<file path="src/rtl/pin_irq_pkg.sv">
package pin_irq_pkg;
  localparam int CODE_W = 4;

  typedef enum logic [CODE_W-1:0] {
    TRIG_RISE = 4'd0,
    TRIG_FALL = 4'd1,
    TRIG_HIGH = 4'd2,
    TRIG_LOW  = 4'd3,
    TRIG_BOTH = 4'd4
  } trig_e;

  localparam logic [11:0] CODE_BASE = 12'h200;
  localparam logic [11:0] ENA_OFS   = 12'h210;
  localparam logic [11:0] PEND_OFS  = 12'h214;
endpackage

</file>
<file path="src/rtl/pin_irq_sync.sv">
module pin_irq_sync #(
  parameter int WIDTH  = 32,
  parameter int STAGES = 2
) (
  input  logic             clk,
  input  logic             rst,
  input  logic [WIDTH-1:0] async_in,
  output logic [WIDTH-1:0] sync_out
);
  logic [WIDTH-1:0] chain_q [STAGES];

  always_ff @(posedge clk) begin
    if (rst) chain_q[0] <= '0;
    else     chain_q[0] <= async_in;
  end

  for (genvar s = 1; s < STAGES; s++) begin : g_stage
    always_ff @(posedge clk) begin
      if (rst) chain_q[s] <= '0;
      else     chain_q[s] <= chain_q[s-1];
    end
  end

  assign sync_out = chain_q[STAGES-1];
endmodule

</file>
<file path="src/rtl/pin_irq_detect.sv">
module pin_irq_detect
  import pin_irq_pkg::*;
(
  input  logic              clk,
  input  logic              rst,
  input  logic              line_s,
  input  logic [CODE_W-1:0] code,
  output logic              edge_evt,
  output logic              level_evt
);
  logic prev_q;

  always_ff @(posedge clk) begin
    if (rst) prev_q <= 1'b0;
    else     prev_q <= line_s;
  end

  always_comb begin
    edge_evt  = 1'b0;
    level_evt = 1'b0;
    case (code)
      TRIG_RISE: edge_evt  = line_s & ~prev_q;
      TRIG_FALL: edge_evt  = ~line_s & prev_q;
      TRIG_BOTH: edge_evt  = line_s ^ prev_q;
      TRIG_HIGH: level_evt = line_s;
      TRIG_LOW:  level_evt = ~line_s;
      default: begin
        edge_evt  = 1'b0;
        level_evt = 1'b0;
      end
    endcase
  end
endmodule

</file>
<file path="src/rtl/pin_irq_regs.sv">
module pin_irq_regs
  import pin_irq_pkg::*;
#(
  parameter int NUM_LINES = 32,
  parameter int ADDR_W    = 12,
  parameter int DATA_W    = 32
) (
  input  logic                        clk,
  input  logic                        rst,
  input  logic [ADDR_W-1:0]           bus_addr,
  input  logic [DATA_W-1:0]           bus_wdata,
  input  logic                        bus_wr,
  input  logic                        bus_rd,
  output logic [DATA_W-1:0]           bus_rdata,
  input  logic [NUM_LINES-1:0]        edge_evt,
  input  logic [NUM_LINES-1:0]        level_evt,
  output logic [NUM_LINES*CODE_W-1:0] code_vec,
  output logic [NUM_LINES-1:0]        ena_vec,
  output logic [NUM_LINES-1:0]        pend_vec
);
  localparam int PER_WORD = DATA_W / CODE_W;
  localparam int WORDS    = (NUM_LINES + PER_WORD - 1) / PER_WORD;
  localparam int CODE_BITS = WORDS * DATA_W;

  logic [CODE_BITS-1:0] code_q;
  logic [NUM_LINES-1:0] ena_q, pend_q, ack;
  logic [ADDR_W-1:0]    code_ofs;
  logic                 code_range, ena_hit, pend_hit;
  logic [DATA_W-1:0]    rd_mux;

  assign code_ofs   = bus_addr - ADDR_W'(CODE_BASE);
  assign code_range = (bus_addr >= ADDR_W'(CODE_BASE)) &&
                      (code_ofs < ADDR_W'(4 * WORDS)) && (bus_addr[1:0] == 2'b00);
  assign ena_hit    = (bus_addr == ADDR_W'(ENA_OFS));
  assign pend_hit   = (bus_addr == ADDR_W'(PEND_OFS));
  assign ack        = (bus_wr && pend_hit) ? bus_wdata[NUM_LINES-1:0] : '0;

  for (genvar w = 0; w < WORDS; w++) begin : g_word
    always_ff @(posedge clk) begin
      if (rst) code_q[w*DATA_W +: DATA_W] <= '0;
      else if (bus_wr && code_range && (code_ofs[ADDR_W-1:2] == (ADDR_W-2)'(w)))
        code_q[w*DATA_W +: DATA_W] <= bus_wdata;
    end
  end

  always_ff @(posedge clk) begin
    if (rst) begin
      ena_q  <= '0;
      pend_q <= '0;
    end else begin
      if (bus_wr && ena_hit) ena_q <= bus_wdata[NUM_LINES-1:0];
      pend_q <= (pend_q & ~ack) | edge_evt | (level_evt & ~ack);
    end
  end

  always_comb begin
    rd_mux = '0;
    if (ena_hit)       rd_mux = DATA_W'(ena_q);
    else if (pend_hit) rd_mux = DATA_W'(pend_q);
    else if (code_range) begin
      for (int w = 0; w < WORDS; w++)
        if (code_ofs[ADDR_W-1:2] == (ADDR_W-2)'(w)) rd_mux = code_q[w*DATA_W +: DATA_W];
    end
  end

  always_ff @(posedge clk) begin
    if (rst) bus_rdata <= '0;
    else     bus_rdata <= bus_rd ? rd_mux : '0;
  end

  assign code_vec = code_q[NUM_LINES*CODE_W-1:0];
  assign ena_vec  = ena_q;
  assign pend_vec = pend_q;

  AST_ACK_CLEARS: assert property (@(posedge clk) disable iff (rst)
    (bus_wr && pend_hit) |=> ((pend_q & $past(bus_wdata[NUM_LINES-1:0] & ~edge_evt)) == '0));
  AST_PEND_HOLD: assert property (@(posedge clk) disable iff (rst)
    !(bus_wr && pend_hit) |=> (($past(pend_q) & ~pend_q) == '0));
  AST_UNMAPPED_ZERO: assert property (@(posedge clk) disable iff (rst)
    (bus_rd && !ena_hit && !pend_hit && !code_range) |=> (bus_rdata == '0));

  for (genvar i = 0; i < NUM_LINES; i++) begin : g_chk
    AST_BAD_CODE_SILENT: assert property (@(posedge clk) disable iff (rst)
      $rose(pend_q[i]) |-> ($past(code_q[i*CODE_W +: CODE_W]) <= 4'd4));
  end
endmodule

</file>
<file path="src/rtl/pin_irq_unit.sv">
module pin_irq_unit
  import pin_irq_pkg::*;
#(
  parameter int NUM_LINES = 32,
  parameter int ADDR_W    = 12,
  parameter int DATA_W    = 32,
  parameter int SYNC_STAGES = 2
) (
  input  logic                 clk,
  input  logic                 rst,
  input  logic [ADDR_W-1:0]    bus_addr,
  input  logic [DATA_W-1:0]    bus_wdata,
  input  logic                 bus_wr,
  input  logic                 bus_rd,
  output logic [DATA_W-1:0]    bus_rdata,
  input  logic [NUM_LINES-1:0] pin_in,
  output logic                 irq_out
);
  logic [NUM_LINES-1:0]        line_s, edge_evt, level_evt, ena_vec, pend_vec;
  logic [NUM_LINES*CODE_W-1:0] code_vec;

  pin_irq_sync #(.WIDTH(NUM_LINES), .STAGES(SYNC_STAGES)) u_sync (
    .clk(clk), .rst(rst), .async_in(pin_in), .sync_out(line_s)
  );

  for (genvar i = 0; i < NUM_LINES; i++) begin : g_line
    pin_irq_detect u_det (
      .clk(clk), .rst(rst), .line_s(line_s[i]),
      .code(code_vec[i*CODE_W +: CODE_W]),
      .edge_evt(edge_evt[i]), .level_evt(level_evt[i])
    );
  end

  pin_irq_regs #(.NUM_LINES(NUM_LINES), .ADDR_W(ADDR_W), .DATA_W(DATA_W)) u_regs (
    .clk(clk), .rst(rst), .bus_addr(bus_addr), .bus_wdata(bus_wdata),
    .bus_wr(bus_wr), .bus_rd(bus_rd), .bus_rdata(bus_rdata),
    .edge_evt(edge_evt), .level_evt(level_evt),
    .code_vec(code_vec), .ena_vec(ena_vec), .pend_vec(pend_vec)
  );

  always_ff @(posedge clk) begin
    if (rst) irq_out <= 1'b0;
    else     irq_out <= |(pend_vec & ena_vec);
  end

  AST_IRQ_IS_OR: assert property (@(posedge clk) disable iff (rst)
    !rst |=> (irq_out == |$past(pend_vec & ena_vec)));
endmodule

</file>
<file path="config.mk">
export PLATFORM = sky130hd
export DESIGN_NAME = pin_irq_unit
export DESIGN_NICKNAME = d
export VERILOG_FILES = /design/src/rtl/pin_irq_pkg.sv /design/src/rtl/pin_irq_sync.sv /design/src/rtl/pin_irq_detect.sv /design/src/rtl/pin_irq_regs.sv /design/src/rtl/pin_irq_unit.sv
export SDC_FILE = /design/constraint.sdc
export NUM_CORES = 1
export LEC_CHECK = 0
export CORE_AREA = 2 2 176 178
export DETAILED_ROUTE_END_ITERATION = 10
export DIE_AREA = 0 0 178 180
export PLACE_DENSITY_LB_ADDON = 0.12
export SLEW_MARGIN = 20
export SYNTH_ARGS = -nofsm -noshare
export SYNTH_HDL_FRONTEND = slang
export SYNTH_SLANG_ARGS = --single-unit
export TNS_END_PERCENT = 10
</file>
<file path="constraint.sdc">
create_clock -name clk -period 1.8 [get_ports clk]
set_clock_uncertainty 0.1 [all_clocks]
set_input_delay 0.36 -clock clk [delete_from_list [all_inputs] [get_ports clk]]
set_output_delay 0.36 -clock clk [all_outputs]
set_load 0.02 [all_outputs]
</file>
==> impl_metrics.env <==
export IMPL_hold_path_depth=2
export IMPL_worst_r2r_setup_slack_ns=0.25
export IMPL_drc=0
export IMPL_synth_ff_latch_count=321
export IMPL_period_minus_slack_ns=1.75
export IMPL_rsz0062_at_grt="no"
export IMPL_cts_hold_repair_buffers=0
export IMPL_synth_mux_area_fraction=0.0900
export IMPL_synth_nets=1802
export IMPL_synth_area_per_cell_sq_um=9.13
export IMPL_critPathCaptureType="output port"
export IMPL_hold_path_class="in -> reg"
export IMPL_drt_vias_per_instance=5.69
export IMPL_std_cell_rows=64
export IMPL_first_global_vias=12241
export IMPL_globalRouteTotalUtil=0.277
export IMPL_netlist_instances=1657
export IMPL_design_core_area_sq_um=30200
export IMPL_fill_cells=2579
export IMPL_layout_worst_path_cycle_share=0.972
export IMPL_drt_iter0_drc=996
export IMPL_initial_utilization=0.501
export IMPL_status="finished clean"
export IMPL_numCtsBuffers=36
export IMPL_crit_path_cell_trace="dlygate4sd2_1"
export IMPL_gp_routability_congestion=0.855
export IMPL_boundaryPins=113
export IMPL_worst_hold_startpoint="rst"
export IMPL_buffer_ports_inserted=112
export IMPL_clkTransAtPathRegs_ns=0.06
export IMPL_setup_tns_ns=0
export IMPL_crit_path_max_fanout=1
export IMPL_via_total_after_detailed_routing=12571
export IMPL_crit_cells=1
export IMPL_worst_endpoint_required_ns=1.34
export IMPL_vdd_ir_drop_max_uv=750
export IMPL_htree_num_levels=2
export IMPL_netlist_cell_type_count=33
export IMPL_post_cts_setup_buffers=0
export IMPL_tritoncts="yes"
export IMPL_synth_seq_area_share=0.425
export IMPL_r2r_worst_path_depth=4
export IMPL_power_density_cell_area_nw_per_um2=836
export IMPL_cts_sink_cnt=321
export IMPL_start_kind="register"
export IMPL_drive_gt1_frac=0.103
export IMPL_yosys_area_share_xor_xnor=0.0191
export IMPL_wirelength_mm=44.4
export IMPL_timing_critical_path_slowest_cell_delay_ns=0.41
export IMPL_grt_start_max_net_pins=41
export IMPL_die_area_sq_um=32000
export IMPL_insertion_delay_ns=0.51
export IMPL_synth_compound_area_frac=0.167
export IMPL_static_leakage_power_nw=7.57
export IMPL_timing_rr_end="irq_out"
export IMPL_critical_path_top_delay_family="flip-flops"
export IMPL_number_of_max_capacitance_violations_reported=0
export IMPL_hold_viol_final=0
export IMPL_clock_path_buffers=3
export IMPL_synthSimpleGateAreaFrac=0.192
export IMPL_synth_warning_count=0
export IMPL_layout_area_overhead_vs_synth_pct=21.9
export IMPL_grt_pass1_wl_mm=69.1
export IMPL_max_clock_freq_ghz=0.571
export IMPL_relSlewSlack=0.728
export IMPL_reg2reg_from="u_regs.pend_vec[22]"
export IMPL_gr_total_overflow=0
export IMPL_reg_area_sq_um=6430
export IMPL_grt_antenna_before_repair=0
export IMPL_detail_route_first_pass_iterations=5
export IMPL_cts_root_buf="clkbuf_16"
export IMPL_chipHeight_um=180
export IMPL_syn_area_sq_um=15100
export IMPL_fin_nets=1935
export IMPL_cp_buffers_inverters=1
export IMPL_worst_slew_pin_transition_ns=0.408
export IMPL_setup_viol_count_final=0
export IMPL_dominant_combinational_cell_family_by_area_after_synthesis="simple AND/OR/NAND/NOR gates"
export IMPL_worstHoldEndpoint="g_line[27].u_det.prev_q"
export IMPL_timing_max_transition_violations_final=0
export IMPL_multiInputGateArea_sq_um=7980
export IMPL_criticalPathCategory="reg -> out"
export IMPL_antenna_left=0
export IMPL_cp_slowest_cell="dfxtp_1"
export IMPL_num_antenna_cells=0
export IMPL_placed_cells_incl_taps=2147
export IMPL_hpwl_mm=30.8
export IMPL_drt_wirelength_per_cell_um=20.1
export IMPL_floorplan_die_width_um=178
export IMPL_finish_cell_count_without_fillers=2210
export IMPL_worstPathArrival_ns=1.29
export IMPL_synthAdderAreaFrac=0.0538
[area by class of cell]
cell class | instances | share of cell area
sequential | 321 | 0.348
clock buffer | 56 | 0.0573
timing repair buffer | 196 | 0.112
multi-input combinational | 1136 | 0.433
inverter | 99 | 0.0201
clock inverter | 6 | 0.00299
tap | 396 | 0.0269
[worst max-delay path by stage]
stage / end / slack [ns] / start
after floorplan: u_regs.pend_vec[24] / -0.01 / bus_addr[3]
after global placement: u_regs.code_vec[127] / -0.72 / bus_addr[9]
after detailed placement: u_regs.code_vec[106] / -0.78 / bus_addr[10]
after CTS: u_regs.pend_vec[14] / -0.003 / bus_addr[8]
after global routing: u_regs.code_vec[98] / 0.003 / bus_wr
final: bus_rdata[15] / 0.05 / u_regs.bus_rdata[15]
[placed cells by master, fill, tap and decap left out, types with 3 or more instances in the layout]
cell type,synthesis,routed
o21ai_1,0,3
dfxtp_1,321,321
mux2i_1,64,63
nor2_1,98,98
buf_12,0,25
and3b_1,33,33
ha_1,65,64
dlygate4sd2_1,0,33
o21ai_0,160,155
clkinv_2,0,5
a31oi_1,32,32
nand3_1,3,3
clkbuf_16,0,37
dlymetal6s2s_1,0,4
clkbuf_1,78,13
o22ai_1,32,32
a22oi_1,16,16
nor2b_1,129,128
nand2b_1,161,161
buf_4,11,54
a21oi_1,128,128
a21o_1,32,32
clkdlybuf4s50_1,0,70
mux4_2,32,32
nand4_1,8,8
inv_1,99,97
buf_6,0,4
nand2_1,64,64
xor2_1,32,32
o211a_1,32,32
clkbuf_8,0,6
[power by group]
group	internal, mW	total (mW)	switching (mW)
clock network	4.17	7.05	2.89
logic	0.512	1.03	0.520
registers	7.23	7.33	0.0955
total	11.9	15.4	3.50
[cell usage after synthesis]
| cell type | count | area [sq um] |
|---|---|---|
| a21oi_1 | 128 | 641 |
| inv_1 | 99 | 372 |
| buf_4 | 11 | 82.6 |
| buf_2 | 12 | 60.1 |
| nand3_1 | 3 | 15.0 |
| nor3_2 | 1 | 10.0 |
| xnor2_1 | 1 | 8.76 |
| nor4bb_1 | 2 | 20.0 |
| o22ai_1 | 32 | 200 |
| nand4_1 | 8 | 50.1 |
| nor2b_1 | 129 | 807 |
| xor2_1 | 32 | 280 |
| a22oi_1 | 16 | 120 |
| nand2_1 | 64 | 240 |
| and3_1 | 3 | 18.8 |
| nor2_1 | 98 | 368 |
| and3b_1 | 33 | 289 |
| dfxtp_1 | 321 | 6430 |
| nor3b_1 | 2 | 15.0 |
| o21ai_0 | 160 | 801 |
| a21o_1 | 32 | 240 |
| o211a_1 | 32 | 320 |
| clkbuf_1 | 78 | 293 |
| a31oi_1 | 32 | 200 |
| and4_1 | 2 | 17.5 |
| nor4b_4 | 1 | 23.8 |
| or2_2 | 1 | 6.26 |
| mux2i_1 | 64 | 641 |
| ha_1 | 65 | 813 |
| nand2b_1 | 161 | 1010 |
| and4bb_1 | 1 | 12.5 |
| mux4_2 | 32 | 721 |
| nor4_1 | 1 | 6.26 |
[repair_timing]
action | 4_1_cts | 5_1_grt
cloned | 1 | 0
gates resized for setup | 43 | 24
endpoints found under the setup margin | 180 | 184
hold endpoints to repair | 0 | 0
pin swaps | 3 | 4
[stage by stage]
step / setup WS (ns) / cell area, sq um / utilization / power, mW / hold slack (ns)
6_report: 0.0500 / 18400 / 0.611 / 15.4 / 0.0893
3_5_place_dp: -0.780 / 17200 / 0.571 / 8.49 / 0.321
4_1_cts: -0.00260 / 18400 / 0.609 / 15.5 / 0.0768
3_3_place_gp: -0.718 / 17200 / 0.571 / 8.47 / 0.316
2_1_floorplan: -0.0117 / 15100 / - / 7.96 / 0.314
5_1_grt: 0.00321 / 18400 / 0.611 / 15.9 / 0.110
[routing by layer]
| layer | global-route usage | vias up | routed length, um | part of all wire |
|---|---|---|---|---|
| li1 | - | 5925 | - | - |
| met1 | 0.393 | 6067 | 19700 | 0.44 |
| met2 | 0.431 | 495 | 20000 | 0.45 |
| met3 | 0.0383 | 84 | 3380 | 0.076 |
| met4 | 0.0957 | 0 | 1360 | 0.031 |
| met5 | 0 | - | 0 | 0 |
[state kept, by name, indices dropped and copies added, names as in the netlist]
name / cells
u_sync.chain_q: 64
u_regs.bus_rdata: 32
irq_out: 1
u_regs.pend_vec: 32
u_regs.ena_vec: 32
g_line.u_det.prev_q: 32
u_regs.code_vec: 128
[cells by family (layout without fill, tap and decap cells)]
group	count (synthesis)	after routing
AND/OR/NAND/NOR	510	510
AO/OA/AOI/OAI	432	432
flip-flops	321	321
buffers and inverters	200	357
multiplexers	96	96
adder cells (fa/ha/maj)	65	65
XOR/XNOR	33	33
No activity file was read; power rests on OpenSTA's default activity.
